<file path="src/rtl/int_alu.sv">
module int_alu #(
  parameter int W  = 32,
  parameter int IW = 16
) (
  input  logic          clk,
  input  logic          rst_n,
  input  logic          valid_i,
  input  logic [4:0]    op_i,
  input  logic          use_imm_i,
  input  logic [W-1:0]  a_i,
  input  logic [W-1:0]  b_i,
  input  logic [IW-1:0] imm_i,
  output logic [W-1:0]  result_o,
  output logic          ovf_trap_o,
  output logic          valid_o
);

  localparam int SHW = $clog2(W);

  localparam logic [4:0] OP_ADD  = 5'd0;
  localparam logic [4:0] OP_ADDU = 5'd1;
  localparam logic [4:0] OP_SUB  = 5'd2;
  localparam logic [4:0] OP_SUBU = 5'd3;
  localparam logic [4:0] OP_AND  = 5'd4;
  localparam logic [4:0] OP_OR   = 5'd5;
  localparam logic [4:0] OP_XOR  = 5'd6;
  localparam logic [4:0] OP_SLL  = 5'd7;
  localparam logic [4:0] OP_SRL  = 5'd8;
  localparam logic [4:0] OP_SRA  = 5'd9;
  localparam logic [4:0] OP_SEQ  = 5'd10;
  localparam logic [4:0] OP_SNE  = 5'd11;
  localparam logic [4:0] OP_SLT  = 5'd12;
  localparam logic [4:0] OP_SGT  = 5'd13;
  localparam logic [4:0] OP_SLE  = 5'd14;
  localparam logic [4:0] OP_SGE  = 5'd15;
  localparam logic [4:0] OP_LHI  = 5'd16;

  logic [W-1:0]   op2, sum, diff, nxt;
  logic [SHW-1:0] sh;
  logic           eq, lt, add_ovf, sub_ovf, nxt_trap;

  assign op2  = use_imm_i ? {{(W-IW){imm_i[IW-1]}}, imm_i} : b_i;
  assign sh   = op2[SHW-1:0];
  assign sum  = a_i + op2;
  assign diff = a_i - op2;
  assign eq   = (a_i == op2);
  assign lt   = ($signed(a_i) < $signed(op2));

  assign add_ovf = (a_i[W-1] == op2[W-1]) && (sum[W-1]  != a_i[W-1]);
  assign sub_ovf = (a_i[W-1] != op2[W-1]) && (diff[W-1] != a_i[W-1]);

  always_comb begin
    nxt      = '0;
    nxt_trap = 1'b0;
    case (op_i)
      OP_ADD:  begin nxt = sum;  nxt_trap = add_ovf; end
      OP_ADDU: nxt = sum;
      OP_SUB:  begin nxt = diff; nxt_trap = sub_ovf; end
      OP_SUBU: nxt = diff;
      OP_AND:  nxt = a_i & op2;
      OP_OR:   nxt = a_i | op2;
      OP_XOR:  nxt = a_i ^ op2;
      OP_SLL:  nxt = a_i << sh;
      OP_SRL:  nxt = a_i >> sh;
      OP_SRA:  nxt = W'($signed(a_i) >>> sh);
      OP_SEQ:  nxt = W'(eq);
      OP_SNE:  nxt = W'(!eq);
      OP_SLT:  nxt = W'(lt);
      OP_SGT:  nxt = W'(!lt && !eq);
      OP_SLE:  nxt = W'(lt || eq);
      OP_SGE:  nxt = W'(!lt);
      OP_LHI:  nxt = {imm_i, {(W-IW){1'b0}}};
      default: nxt = '0;
    endcase
  end

  always_ff @(posedge clk) begin
    if (!rst_n) begin
      result_o   <= '0;
      ovf_trap_o <= 1'b0;
      valid_o    <= 1'b0;
    end else begin
      valid_o    <= valid_i;
      ovf_trap_o <= valid_i && nxt_trap;
      if (valid_i) result_o <= nxt;
    end
  end

  AST_VALID_FOLLOWS: assert property (@(posedge clk) disable iff (!rst_n)
    valid_i |=> valid_o);
  AST_IDLE_HOLDS: assert property (@(posedge clk) disable iff (!rst_n)
    !valid_i |=> (!valid_o && !ovf_trap_o && $stable(result_o)));
  AST_TRAP_NEEDS_VALID: assert property (@(posedge clk) disable iff (!rst_n)
    ovf_trap_o |-> valid_o);
  AST_NO_UNSIGNED_TRAP: assert property (@(posedge clk) disable iff (!rst_n)
    (valid_i && (op_i == OP_ADDU || op_i == OP_SUBU)) |=> !ovf_trap_o);
  AST_NO_LOGIC_TRAP: assert property (@(posedge clk) disable iff (!rst_n)
    (valid_i && op_i > OP_SUBU) |=> !ovf_trap_o);
  AST_CMP_IS_BOOL: assert property (@(posedge clk) disable iff (!rst_n)
    (valid_i && op_i >= OP_SEQ && op_i <= OP_SGE) |=> (result_o[W-1:1] == '0));
  AST_LHI_LOW_ZERO: assert property (@(posedge clk) disable iff (!rst_n)
    (valid_i && op_i == OP_LHI) |=> (result_o[W-IW-1:0] == '0));
  AST_UNUSED_ZERO: assert property (@(posedge clk) disable iff (!rst_n)
    (valid_i && op_i > OP_LHI) |=> (result_o == '0));

endmodule

</file>
<file path="config.mk">
export PLATFORM = sky130hd
export DESIGN_NAME = int_alu
export DESIGN_NICKNAME = d
export VERILOG_FILES = /design/src/rtl/int_alu.sv
export SDC_FILE = /design/constraint.sdc
export NUM_CORES = 1
export LEC_CHECK = 0
export BUFFER_PORTS_ARGS = -buffer_cell sky130_fd_sc_hd__clkbuf_2
export CORE_MARGIN = 4
export CORE_UTILIZATION = 46
export CTS_BUF_LIST = sky130_fd_sc_hd__clkbuf_8
export DETAILED_ROUTE_END_ITERATION = 6
export HOLD_SLACK_MARGIN = 0.08
export PLACE_DENSITY_LB_ADDON = 0.05
export SYNTH_ARGS = -nofsm -noshare
export SYNTH_HDL_FRONTEND = slang
export SYNTH_SLANG_ARGS = --single-unit
export TNS_END_PERCENT = 10
</file>
<file path="constraint.sdc">
create_clock -name clk -period 9.3 [get_ports clk]
set_input_delay 0.93 -clock clk [delete_from_list [all_inputs] [get_ports clk]]
set_output_delay 0.93 -clock clk [all_outputs]
set_load 0.005 [all_outputs]
</file>
==> results.toml <==
[synthesis]
syn_inst = 1609
synth-compound-area-share_pct = 35.4
synth_fa_ha_area_share_pct = 13.7
syn_area_um2 = 10800
synth_top_area_share_pct = 13.3
synth_area_leaders = "ha_1 (13%), mux2i_1 (8.1%), a21oi_1 (7.5%)"
synthesis.nets = 1815
synth_edf_count = 0
synthMuxAreaShare_pct = 13.3
synth_area_per_cell_um2 = 6.72
yosysSeqAreaShare_pct = 6.30
synth_top_area_cell = "ha_1"
yosys_warnings = 0
synthArstFlopShare_pct = 0
synth-seq-cells = 34
synthSimpleGateAreaFrac_pct = 20.6
ys.flop_type = "dfxtp_1"
synth_cell_type_count = 82
synth_top_family_by_area = "compound AO/OA/AOI/OAI gates"
synthXorXnorAreaFrac_pct = 2.11

[routing]
drc = 0
drt_wl_total_um = 55200
avgViaCountPerCell = 6.90
drt-initial-drc-count = 2065
wire_per_inst_um = 28.4
detail-route-antenna-nets = 0
firstDrtPassIters = 7
via_count = 13420

[setup_path]
cp-start-kind = "input pin"
arrival_ns = 6.45
critPathKind = "input pin to flip-flop"
end_kind = "flip-flop"
crit_path_max_incr_delay_ns = 0.91
crit_slowest_cell = "a2111oi_0"
cp_max_fo = 58
worstPathCellList = "clkbuf_2 -> mux2i_4 -> buf_4 -> inv_2 -> ha_1 -> fa_1 -> nor2_1 -> o221ai_1 -> a311oi_1 -> o21ai_0 -> a2111oi_0 -> nor2_1 -> o21ai_0 -> xnor2_1 -> nand2_1 -> a31oi_1"
crit_required_ns = 9.56

[sta]
rsz0062_at_grt = "false"
slew_headroom_pct = 16.9
fin_crit_sh_pct = 66.6
period_minus_slack_ns = 6.19
fin_setup_tns_ns = 0
finClkSkew_ns = 0
clock.fmax_mhz = 162
tightest_slew_ns = 1.23
slew_violations = 0
hold_viol_final = 0
setup_viol = 0

[run_status]
outcome = "completed"

[final_layout]
nets = 1838
final_common_cell = "a21oi_1"
mostFrequentLayoutCells = "a21oi_1 (160), nand2_1 (155), nor2_1 (153)"
drive_gt1_share_pct = 12.7
antenna_cells = 0
instances_no_fill = 1946
fill_cells = 2430
syn_to_final_growth_pct = 7.52

[clock_network]
postCtsSetupRepairBufs = 0
cts-resized-gates = 0
numCtsBuffers = 5
path_clk_slew_ns = 0.10
ctsHoldBuffers = 0
cts_tree = "yes"
clockBufferDepth = 2
cts_sinks = 34
clk_latency_ns = 0.32
htreeDepth = 2
root_buffer = "clkbuf_8"

[placement]
place_congestion = 1.04
port_buffers = 122
dp.cells = 1938
hpwl_um = 42400

[run]
cap_violations = 0

[global_route]
grt_max_degree = 71
grt_pass1_wl_um = 80600
antenna_found_initial = 0
grt_pass1_vias = 12250
grt_overflow = 0
grt_usage_pct = 40.3

[floorplan]
ios = 123
die_y_um = 161
design.die.area_um2 = 26000
die_x_um = 161
initial_core_util_pct = 47.3
coreArea_um2 = 22800
fp-row-count = 55

[power]
ir_worst_vdd_mv = 0.0894
cellPowerDensity_nw_per_um2 = 93.2
p_leak_nw = 5.00

[min_path]
holdCritPathClass = "flip-flop to flip-flop"
kinds of logic (layout without fill, tap and decap cells):
logic type / after synthesis / in the layout
buffers and inverters: 235 / 259
AOI/OAI and AO/OA: 595 / 595
adders and majority gates: 117 / 117
xor gates and xnor gates: 26 / 26
and+or+nand+nor: 489 / 489
muxes: 113 / 113
DFF: 34 / 34
synth_stat cells, drive strengths merged, types with 27 or more instances:
| cell type | n |
|---|---|
| a211oi | 30 |
| dfxtp | 34 |
| a21oi | 162 |
| nor2b | 33 |
| inv | 102 |
| o211ai | 51 |
| mux2i | 89 |
| o21ai | 147 |
| nor3 | 42 |
| nand2 | 155 |
| ha | 115 |
| nor2 | 153 |
| buf | 49 |
| nand3 | 28 |
| clkbuf | 81 |
| a31oi | 27 |
critical path, delay by kind of cell:
kind	cells	cell delay (ns)
XOR/XNOR	1	0.15
AND/OR/NAND/NOR	3	0.55
multiplexers	1	0.34
buffers and inverters	3	1.49
AO/OA/AOI/OAI	6	2.23
adder cells (fa/ha/maj)	2	0.70
per-stage QoR:
| stage | setup WS, ns | utilization (%) | instance area [µm²] | hold slack [ns] | power [W] |
|---|---|---|---|---|---|
| 2_1_floorplan | 4.37 | - | 10800 | 0.449 | 0.000654 |
| 3_3_place_gp | 3.11 | 50.4 | 11500 | 0.441 | 0.000896 |
| 3_5_place_dp | 2.96 | 50.4 | 11500 | 0.446 | 0.000895 |
| 4_1_cts | 3.27 | 50.8 | 11600 | 0.468 | 0.00105 |
| 5_1_grt | 2.90 | 50.8 | 11600 | 0.494 | 0.00113 |
| 6_report | 3.11 | 50.8 | 11600 | 0.465 | 0.00108 |
per-layer routing:
layer | vias up | share of wire (%) | global-route usage (%)
met3 | 177 | 11 | 6.12
met4 | 0 | 6.7 | 21.2
met1 | 6287 | 41 | 55.8
met2 | 989 | 42 | 60.5
met5 | - | 0 | 0
li1 | 5967 | - | -
sequential cells by signal (all words and copies together), names as in the netlist:
register,flops
result_o,32
ovf_trap_o,1
valid_o,1
layout make-up:
cell class	instances	area (µm²)	share of cell area, %
flip-flops and latches	34	681	5.86
clock inverters	3	40.0	0.345
repair buffers	146	791	6.81
inverters	105	394	3.39
well taps	313	392	3.37
multi-input cells	1340	9250	79.6
clock buffers	5	68.8	0.592
power by group:
part | switching, W | leakage [nW] | total (W) | internal [W]
Clock | 0.0000779 | 0.0579 | 0.000157 | 0.0000793
Sequential | 0.00000275 | 0.275 | 0.000152 | 0.000150
Combinational | 0.000521 | 4.67 | 0.000774 | 0.000253
path summary, 6_finish.rpt:
| check | start | endpoint | slack, ns | cells past startpoint |
|---|---|---|---|---|
| worst max register to register | result_o[25]$_SDFFE_PN0P_ | result_o[25]$_SDFFE_PN0P_ | 6.99 | 6 |
| worst min-delay path | result_o[11]$_SDFFE_PN0P_ | result_o[11]$_SDFFE_PN0P_ | 0.47 | 2 |
| worst max-delay path | use_imm_i | result_o[28]$_SDFFE_PN0P_ | 3.11 | 16 |
| worst min register to register | result_o[11]$_SDFFE_PN0P_ | result_o[11]$_SDFFE_PN0P_ | 0.47 | 2 |
Note: power is estimated with default switching activity, not from simulation.
